**src/rtl/pwcap_pkg.sv**
```systemverilog
package pwcap_pkg;
  localparam int ADDR_W = 3;

  localparam logic [ADDR_W-1:0] A_CTRL   = 3'd0;
  localparam logic [ADDR_W-1:0] A_STAT   = 3'd1;
  localparam logic [ADDR_W-1:0] A_WIDTH  = 3'd2;
  localparam logic [ADDR_W-1:0] A_PERIOD = 3'd3;
  localparam logic [ADDR_W-1:0] A_COUNT  = 3'd4;

  localparam int B_IRQ = 0;
  localparam int B_OVF = 1;
  localparam int CTRL_W = 4;

  // bit 0 run, bit 1 period interrupt, bit 2 receive select, bit 3 irq enable
  typedef struct packed {
    logic irq_en;
    logic rx_sel;
    logic period_sel;
    logic run;
  } ctrl_t;

  typedef enum logic [1:0] {
    PW_IDLE = 2'd0,
    PW_ARM  = 2'd1,
    PW_HIGH = 2'd2,
    PW_LOW  = 2'd3
  } pw_state_e;
endpackage

```
**src/rtl/pwcap_rst_sync.sv**
```systemverilog
module pwcap_rst_sync #(
  parameter int STAGES = 2
) (
  input  logic clk,
  input  logic rst_n,
  output logic rst_sync_n
);
  logic [STAGES-1:0] chain_q;
  logic [STAGES-1:0] chain_d;

  always_comb begin
    chain_d = {chain_q[STAGES-2:0], 1'b1};
  end

  always_ff @(posedge clk or negedge rst_n) begin
    if (!rst_n) chain_q <= '0;
    else        chain_q <= chain_d;
  end

  assign rst_sync_n = chain_q[STAGES-1];
endmodule

```
**src/rtl/pwcap_insync.sv**
```systemverilog
module pwcap_insync #(
  parameter int STAGES = 2
) (
  input  logic clk,
  input  logic rst_n,
  input  logic din,
  output logic rise,
  output logic fall
);
  logic [STAGES-1:0] stg_q;
  logic              prev_q;
  logic              level;

  for (genvar i = 0; i < STAGES; i++) begin : g_stg
    if (i == 0) begin : g_first
      always_ff @(posedge clk or negedge rst_n) begin
        if (!rst_n) stg_q[i] <= 1'b0;
        else        stg_q[i] <= din;
      end
    end else begin : g_next
      always_ff @(posedge clk or negedge rst_n) begin
        if (!rst_n) stg_q[i] <= 1'b0;
        else        stg_q[i] <= stg_q[i-1];
      end
    end
  end

  assign level = stg_q[STAGES-1];

  always_ff @(posedge clk or negedge rst_n) begin
    if (!rst_n) prev_q <= 1'b0;
    else        prev_q <= level;
  end

  assign rise = level & ~prev_q;
  assign fall = ~level & prev_q;
endmodule

```
**src/rtl/pwcap_counter.sv**
```systemverilog
module pwcap_counter
  import pwcap_pkg::*;
#(
  parameter int CNT_W = 32
) (
  input  logic             clk,
  input  logic             rst_n,
  input  logic             run,
  input  logic             rise,
  input  logic             fall,
  output logic [CNT_W-1:0] count,
  output logic [CNT_W-1:0] width,
  output logic [CNT_W-1:0] period,
  output logic             ev_start,
  output logic             ev_width,
  output logic             ev_period,
  output logic             ev_ovf
);
  localparam logic [CNT_W-1:0] CNT_MAX = '1;
  localparam logic [CNT_W-1:0] CNT_ONE = CNT_W'(1);

  pw_state_e        state_q, state_d;
  logic [CNT_W-1:0] cnt_q, cnt_d;
  logic [CNT_W-1:0] width_q, width_d;
  logic [CNT_W-1:0] period_q, period_d;
  logic             width_en, period_en;
  logic             saturated;

  assign saturated = (cnt_q == CNT_MAX);

  always_comb begin
    state_d   = state_q;
    cnt_d     = cnt_q;
    width_d   = width_q;
    period_d  = period_q;
    width_en  = 1'b0;
    period_en = 1'b0;
    ev_start  = 1'b0;
    ev_width  = 1'b0;
    ev_period = 1'b0;
    ev_ovf    = 1'b0;
    if (!run) begin
      state_d = PW_IDLE;
      cnt_d   = '0;
    end else begin
      unique case (state_q)
        PW_IDLE: begin
          state_d = PW_ARM;
          cnt_d   = '0;
        end
        PW_ARM: begin
          if (rise) begin
            state_d   = PW_HIGH;
            cnt_d     = CNT_ONE;
            period_d  = '0;
            period_en = 1'b1;
            ev_start  = 1'b1;
          end
        end
        PW_HIGH: begin
          if (saturated) begin
            state_d = PW_IDLE;
            cnt_d   = '0;
            ev_ovf  = 1'b1;
          end else if (fall) begin
            state_d  = PW_LOW;
            width_d  = cnt_q;
            width_en = 1'b1;
            ev_width = 1'b1;
            cnt_d    = cnt_q + CNT_ONE;
          end else begin
            cnt_d = cnt_q + CNT_ONE;
          end
        end
        PW_LOW: begin
          if (saturated) begin
            state_d = PW_IDLE;
            cnt_d   = '0;
            ev_ovf  = 1'b1;
          end else if (rise) begin
            state_d   = PW_HIGH;
            period_d  = cnt_q;
            period_en = 1'b1;
            ev_period = 1'b1;
            cnt_d     = CNT_ONE;
          end else begin
            cnt_d = cnt_q + CNT_ONE;
          end
        end
        default: begin
          state_d = PW_IDLE;
          cnt_d   = '0;
        end
      endcase
    end
  end

  always_ff @(posedge clk or negedge rst_n) begin
    if (!rst_n) begin
      state_q <= PW_IDLE;
      cnt_q   <= '0;
    end else begin
      state_q <= state_d;
      cnt_q   <= cnt_d;
    end
  end

  always_ff @(posedge clk or negedge rst_n) begin
    if (!rst_n)        width_q <= '0;
    else if (width_en) width_q <= width_d;
  end

  always_ff @(posedge clk or negedge rst_n) begin
    if (!rst_n)         period_q <= '0;
    else if (period_en) period_q <= period_d;
  end

  assign count  = cnt_q;
  assign width  = width_q;
  assign period = period_q;
endmodule

```
**src/rtl/pwcap_regs.sv**
```systemverilog
module pwcap_regs
  import pwcap_pkg::*;
#(
  parameter int DATA_W = 32,
  parameter int CNT_W  = 32
) (
  input  logic              clk,
  input  logic              rst_n,
  input  logic              wr_en,
  input  logic [ADDR_W-1:0] addr,
  input  logic [DATA_W-1:0] wdata,
  input  logic              ev_width,
  input  logic              ev_period,
  input  logic              ev_ovf,
  input  logic [CNT_W-1:0]  count,
  input  logic [CNT_W-1:0]  width,
  input  logic [CNT_W-1:0]  period,
  output ctrl_t             ctrl,
  output logic              irq_flag,
  output logic              ovf_flag,
  output logic              clr_irq,
  output logic              clr_ovf,
  output logic [DATA_W-1:0] rdata
);
  ctrl_t ctrl_q, ctrl_d;
  logic  irq_q, irq_d;
  logic  ovf_q, ovf_d;
  logic  ctrl_wr, stat_wr;
  logic  set_irq;
  logic  unused_wdata;

  assign unused_wdata = ^wdata[DATA_W-1:CTRL_W];
  assign ctrl_wr = wr_en && (addr == A_CTRL);
  assign stat_wr = wr_en && (addr == A_STAT);
  assign clr_irq = stat_wr & wdata[B_IRQ];
  assign clr_ovf = stat_wr & wdata[B_OVF];

  always_comb begin
    ctrl_d = ctrl_q;
    if (ctrl_wr) ctrl_d = ctrl_t'(wdata[CTRL_W-1:0]);
    if (ev_ovf)  ctrl_d.run = 1'b0;
  end

  always_comb begin
    set_irq = (ctrl_q.period_sel ? ev_period : ev_width) | (ev_ovf & ctrl_q.irq_en);
    irq_d   = set_irq | (irq_q & ~clr_irq);
    ovf_d   = ev_ovf | (ovf_q & ~clr_ovf);
  end

  always_ff @(posedge clk or negedge rst_n) begin
    if (!rst_n) begin
      ctrl_q <= '0;
      irq_q  <= 1'b0;
      ovf_q  <= 1'b0;
    end else begin
      ctrl_q <= ctrl_d;
      irq_q  <= irq_d;
      ovf_q  <= ovf_d;
    end
  end

  always_comb begin
    rdata = '0;
    unique case (addr)
      A_CTRL:   rdata = DATA_W'(ctrl_q);
      A_STAT:   rdata = DATA_W'({ovf_q, irq_q});
      A_WIDTH:  rdata = DATA_W'(width);
      A_PERIOD: rdata = DATA_W'(period);
      A_COUNT:  rdata = DATA_W'(count);
      default:  rdata = '0;
    endcase
  end

  assign ctrl     = ctrl_q;
  assign irq_flag = irq_q;
  assign ovf_flag = ovf_q;
endmodule

```
**src/rtl/pwcap_timer.sv**
```systemverilog
module pwcap_timer
  import pwcap_pkg::*;
#(
  parameter int DATA_W      = 32,
  parameter int CNT_W       = 32,
  parameter int SYNC_STAGES = 2
) (
  input  logic              clk,
  input  logic              rst_n,
  input  logic              tmr_pin,
  input  logic              rx_line,
  input  logic              reg_wr,
  input  logic [2:0]        reg_addr,
  input  logic [DATA_W-1:0] reg_wdata,
  output logic [DATA_W-1:0] reg_rdata,
  output logic              irq
);
  logic             rst_ni;
  ctrl_t            ctrl;
  logic             run, period_sel, irq_en;
  logic             sel_in, rise, fall;
  logic [CNT_W-1:0] count, width_q, period_q;
  logic             ev_start, ev_width, ev_period, ev_ovf;
  logic             irq_flag, ovf_flag, clr_irq, clr_ovf;

  assign run        = ctrl.run;
  assign period_sel = ctrl.period_sel;
  assign irq_en     = ctrl.irq_en;
  assign sel_in     = ctrl.rx_sel ? rx_line : tmr_pin;

  pwcap_rst_sync #(.STAGES(2)) u_rst (
    .clk(clk), .rst_n(rst_n), .rst_sync_n(rst_ni)
  );

  pwcap_insync #(.STAGES(SYNC_STAGES)) u_sync (
    .clk(clk), .rst_n(rst_ni), .din(sel_in), .rise(rise), .fall(fall)
  );

  pwcap_counter #(.CNT_W(CNT_W)) u_cnt (
    .clk(clk), .rst_n(rst_ni), .run(run), .rise(rise), .fall(fall),
    .count(count), .width(width_q), .period(period_q),
    .ev_start(ev_start), .ev_width(ev_width), .ev_period(ev_period), .ev_ovf(ev_ovf)
  );

  pwcap_regs #(.DATA_W(DATA_W), .CNT_W(CNT_W)) u_regs (
    .clk(clk), .rst_n(rst_ni), .wr_en(reg_wr), .addr(reg_addr), .wdata(reg_wdata),
    .ev_width(ev_width), .ev_period(ev_period), .ev_ovf(ev_ovf),
    .count(count), .width(width_q), .period(period_q),
    .ctrl(ctrl), .irq_flag(irq_flag), .ovf_flag(ovf_flag),
    .clr_irq(clr_irq), .clr_ovf(clr_ovf), .rdata(reg_rdata)
  );

  assign irq = irq_flag & irq_en;
endmodule

```
**config.mk**
```make
export PLATFORM = sky130hd
export DESIGN_NAME = pwcap_timer
export DESIGN_NICKNAME = d
export VERILOG_FILES = /design/src/rtl/pwcap_pkg.sv /design/src/rtl/pwcap_rst_sync.sv /design/src/rtl/pwcap_insync.sv /design/src/rtl/pwcap_counter.sv /design/src/rtl/pwcap_regs.sv /design/src/rtl/pwcap_timer.sv
export SDC_FILE = /design/constraint.sdc
export NUM_CORES = 1
export LEC_CHECK = 0
export BUFFER_PORTS_ARGS = -buffer_cell sky130_fd_sc_hd__buf_2
export CORE_MARGIN = 5
export CORE_UTILIZATION = 50
export DETAILED_ROUTE_END_ITERATION = 10
export GPL_ROUTABILITY_DRIVEN = 0
export HOLD_SLACK_MARGIN = 0.02
export PLACE_DENSITY_LB_ADDON = 0.08
export SYNTH_ARGS = -nofsm -noshare
export SYNTH_HDL_FRONTEND = slang
export SYNTH_SLANG_ARGS = --single-unit
```
**constraint.sdc**
```tcl
create_clock -name clk -period 3.4 [get_ports clk]
set_input_delay 0.51 -clock clk [delete_from_list [all_inputs] [get_ports clk]]
set_output_delay 0.51 -clock clk [all_outputs]
set_load 0.01 [all_outputs]
```
# Word-level counts from Yosys, hierarchy flattened

Cells that the tools add are included.

Reductions and logical operators: 9
$add $sub $neg: 1
Bitwise operators: 16
Muxes and demuxes: 34
Eq/ne operators: 13

Operator list:

| cell                                                | number |
|---|---|
| two-way mux 32 bit                                  | 8 |
| one-hot mux 32 bit (5 select lines)                 | 1 |
| one-hot mux 32 bit (4 select lines)                 | 1 |
| one-hot mux 32 bit (2 select lines)                 | 1 |
| adder 32 x 1 -> 32 bit, second input constant       | 1 |
| equality test 32 bit, second input constant         | 1 |
| two-way mux 1 bit                                   | 16 |
| two-way mux 2 bit                                   | 5 |
| AND 1 bit                                           | 8 |
| one-hot mux 2 bit (4 select lines)                  | 1 |
| equality test 3 x 2 -> 1 bit, second input constant | 2 |
| != test 2 bit, second input constant                | 3 |
| AND reduction 6 bit                                 | 1 |
| NOT 1 bit                                           | 5 |
| AND reduction 5 bit                                 | 1 |
| equality test 2 bit, second input constant          | 2 |
| != test 4 bit, second input constant                | 1 |
| nonzero test 2 bit                                  | 2 |
| equality test 3 x 1 -> 1 bit, second input constant | 1 |
| equality test 3 bit, second input constant          | 1 |
| zero test 3 bit                                     | 1 |
| != test 3 bit, second input constant                | 1 |
| OR 1 bit                                            | 3 |
| equality test 2 x 1 -> 1 bit, second input constant | 1 |
| other kinds (4)                                     | 5 |

Flip-flop bits (word level): 109
Word-level logic and storage cells: 87
Output and inout port bits: 33
Input bits: 40

# Longest topological paths before layout

Word-level depth: 9
Depth in mapped cells: 8
Mapped depth without buffers: 6

# By module

Synthesis repeated with hierarchy kept, for this count alone.

Cell total of the unflattened synthesis: 535
Area, all modules: 5684.2 um^2

Modules (own cells, without submodules):

| module         | area each (um^2) | instances | cells an instance | seq. area each (um^2) |
|---|---|---|---|---|
| pwcap_counter  | 4513.1           | 1         | 414               | 2452.4 |
| pwcap_regs     | 1006.0           | 1         | 111               | 150.1 |
| pwcap_insync   | 90.1             | 1         | 5                 | 75.1 |
| pwcap_rst_sync | 53.8             | 1         | 3                 | 50.0 |
| pwcap_timer    | 21.3             | 1         | 2                 | 0.0 |

# Least setup slack after synthesis

No wires, ideal clock.

Path type: input -> output
From: input port reg_addr[1]
To: output port reg_rdata[11]
Cell stages on the path: 7
Buffers on the path: 3
Arrival: 1825 ps
Setup slack: 1065 ps
Data required time: 2890 ps
Cell sequence: clkbuf_1 nand2_1 nor2_1 clkbuf_1 buf_1 nand2_1 o21ai_0

Cells in the longest elaborated chain, start to end: 2
Elaborated cells between the ends (all ways): 6
Those cells by class: eq/ne (4); mux (1); reduce/logical (1)

Ends and longest elaborated chain:

| item                                              | line              | text |
|---|---|---|
| start, declared                                   | pwcap_timer.sv:13 | `input logic [2:0] reg_addr,` |
| equality test 3 bit, or another cell as far along | pwcap_regs.sv:64  | `unique case (addr)` |
| one-hot mux 32 bit (5 select lines) *             | pwcap_regs.sv:64  |  |
| end, declared                                     | pwcap_timer.sv:15 | `output logic [DATA_W-1:0] reg_rdata,` |

Mark *: on every way between the ends. The rest lies on a longest branch, timed or not.

# Worst setup path in the final report

From: input port reg_addr[0]
To: output port reg_rdata[29]

Same word-level chain as after synthesis.

==> out/metrics.cfg <==
[sta]
slew_headroom_pct = 39.8
setup_violations = 0
min_period_ns = 2.54
finalMaxSlewViolations = 0
hold_viol = 0
finalSetupTns_ns = 0
setup_ws_ns = 0.857
clock_skew_ns = 0.0177
clock.fmax_ghz = 0.393
worst_slew_pin_slew_ns = 0.891
rsz0062_at_grt = no
min_period_over_period_pct = 74.8

[synth]
ys_warn_count = 0
synth_ff_type = dfrtp_1
syn_inst = 516
syn_avg_cell_area_um2 = 10.6
syn-num-nets = 557
ys_ff_latch = 109
synth_compound_area_share_pct = 15.5
yosys.area_share.simple_pct = 15.7
async_flop_share_pct = 100
synth_area_mm2 = 0.00549
synth_top_family_by_area = simple AND/OR/NAND/NOR gates
synth.area.mux_share_pct = 10.8
synthAdderAreaFrac_pct = 0.228
synth_edf_count = 0
ys_types = 54
synthXorXnorAreaFrac_pct = 3.83
ys_seq_area_share_pct = 49.7

[drt]
first_pass_iters = 5
viasPerCell = 5.87
drt-initial-drc-count = 273
vias = 4065
routed_wl_um = 12700
wl_per_cell_um = 18.4
drcViolationCount = 0
antenna_left = 0

[global_routing]
grt_remaining_overflow = 0
grt_pass1_wl_um = 21400
grt.total_usage_pct = 20.6
antenna_found_initial = 0
grt_max_degree = 59
grt_pass1_vias = 4122

[floorplan]
die_w_um = 115
start_util_pct = 50.9
die_area_mm2 = 0.0132
die_h_um = 115
fp-row-count = 38
core_mm2 = 0.0108
boundaryPins = 73

[critical_path]
worst-path-stages = 7
critical_path_required_ns = 2.89
cp_num_buf_inv = 3
r2r_end = u_cnt.width[8]
arrival_ns = 2.03
slowest_delay_ns = 0.52
crit_type = primary input to output port
endpoint = reg_rdata[29]
worstPathMaxFanout = 37
crit_slowest_cell = buf_2
startpoint = reg_addr[0]
start_kind = primary input
ff2ff_path_depth = 6
rrSetupSlack_ns = 0.94
critPathTopFamily = buffers and inverters
end_kind = output port
path_cells = buf_2 -> nand2_1 -> nor2_2 -> buf_4 -> nand2_1 -> o21ai_0 -> buf_2
rr_startpoint = u_cnt.count[9]

[final_layout]
final_area_mm2 = 0.00606
nets = 588
final_common_cell = dfrtp_1
layout_common_cells = 108 x dfrtp_1, 52 x nand2_1, 44 x buf_2, 40 x o21ai_0, 37 x nor2_1
area_growth_pct = 10.3
drive_above_1_share_pct = 22.3
diodes = 0

[clock_network]
ctsHoldBuffers = 1
path_clk_slew_ns = 0.10
cts_tree = built
htree_levels = 3
post_cts_buffers = 0
cts.sinks = 109
post_cts_resized = 0
clock_latency_ns = 0.38
root_buffer = clkbuf_8
tritoncts.num_buffers = 9
cts_buffer_depth = 2

[run_status]
status = complete, no violations

[run]
cap_violations = 0

[placement]
dp_hpwl_um = 8240
numPortBuffers = 44
place_area_mm2 = 0.00583
pre_cts_slack_ns = 0.814

[power]
powerDensity_mw_per_mm2 = 420
total_leakage_power_nw = 2.68
peakVddDrop_mv = 0.311

[min_path]
hold_path_class = primary input to flip-flop

## per-layer routing
metal	up-vias	wire, um	global-route usage (%)
met1	2037	5990	28.7
met4	0	127	5.40
met3	13	624	5.63
met2	96	5970	32.2
li1	1919	-	-
met5	-	0	0
## where the power goes
| part | internal (mW) | switching (mW) |
|---|---|---|
| Clock | 0.438 | 0.434 |
| Sequential | 1.35 | 0.0842 |
| Combinational | 0.0925 | 0.149 |
| Total | 1.88 | 0.666 |
## flip-flops by register name (all words and copies together) (netlist names)
name and cells:
u_cnt.period 32, u_cnt.count 32, u_cnt.width 32, u_rst.chain_q 2
u_regs.ovf_flag 1, u_cnt.state_q 2, u_sync.stg_q 1, u_sync.level 1
u_regs.irq_flag 1, u_sync.prev_q 1, u_regs.ctrl 4
## worst min path at each step
stage	from	depth (start not counted)	endpoint	slack [ns]
5_1_grt	reg_wdata[3]	2	u_regs.ctrl[3]	0.33
3_3_place_gp	rst_n	1	u_rst.chain_q[0]	0.29
4_1_cts	reg_wdata[2]	2	u_regs.ctrl[2]	0.33
2_1_floorplan	rst_n	0	u_rst.chain_q[0]	0.21
6_report	tmr_pin	2	u_sync.stg_q[0]	0.36
3_5_place_dp	rst_n	1	u_rst.chain_q[0]	0.30
## final cells by class
type,count,area (um2)
clock buffer,13,149
clock inverter,3,68.8
fill,944,4740
inverter,6,22.5
multi-input combinational,360,2550
sequential,109,2730
tap,140,175
timing repair buffer,61,363
## through the flow
stage / util, % / hold slack (ns) / instances / total power, mW
final: 56.1 / 0.358 / 692 / 2.55
after global routing: 56.1 / 0.328 / 692 / 2.68
after CTS: 56.1 / 0.335 / 692 / 2.57
after detailed placement: 54.0 / 0.296 / 675 / 1.70
after global placement: 54.0 / 0.295 / 675 / 1.69
after floorplan: - / 0.214 / 516 / 1.61
## synthesized netlist by cell type (all sizes together), types with 2 or more instances
cell type | n | area, um2
nand2b | 3 | 18.8
and3 | 6 | 37.5
a22oi | 28 | 210
o21ai | 40 | 200
a22o | 29 | 254
mux2i | 5 | 50.1
o31ai | 2 | 15.0
dfrtp | 109 | 2730
a21o | 2 | 15.0
clkbuf | 24 | 91.3
buf | 17 | 118
a21oi | 10 | 53.8
mux2 | 36 | 518
inv | 6 | 22.5
o32ai | 2 | 17.5
nor2 | 38 | 143
nand4 | 14 | 100
o311ai | 5 | 43.8
nand2 | 52 | 195
xor2 | 18 | 158
and2 | 4 | 25.0
nand3 | 26 | 130
nor3 | 7 | 51.3
nor2b | 6 | 37.5
and4 | 4 | 37.5
xnor2 | 6 | 52.6
nor4 | 3 | 40.0
## cells by family after synthesis
| kind of cell | Yosys count |
|---|---|
| AO/OA/AOI/OAI | 123 |
| other | 1 |
| flip-flops | 109 |
| AND/OR/NAND/NOR | 169 |
| XOR/XNOR | 24 |
| multiplexers | 42 |
| buffers and inverters | 47 |
| adder cells (fa/ha/maj) | 1 |
Power figures use the tool's default switching activity.
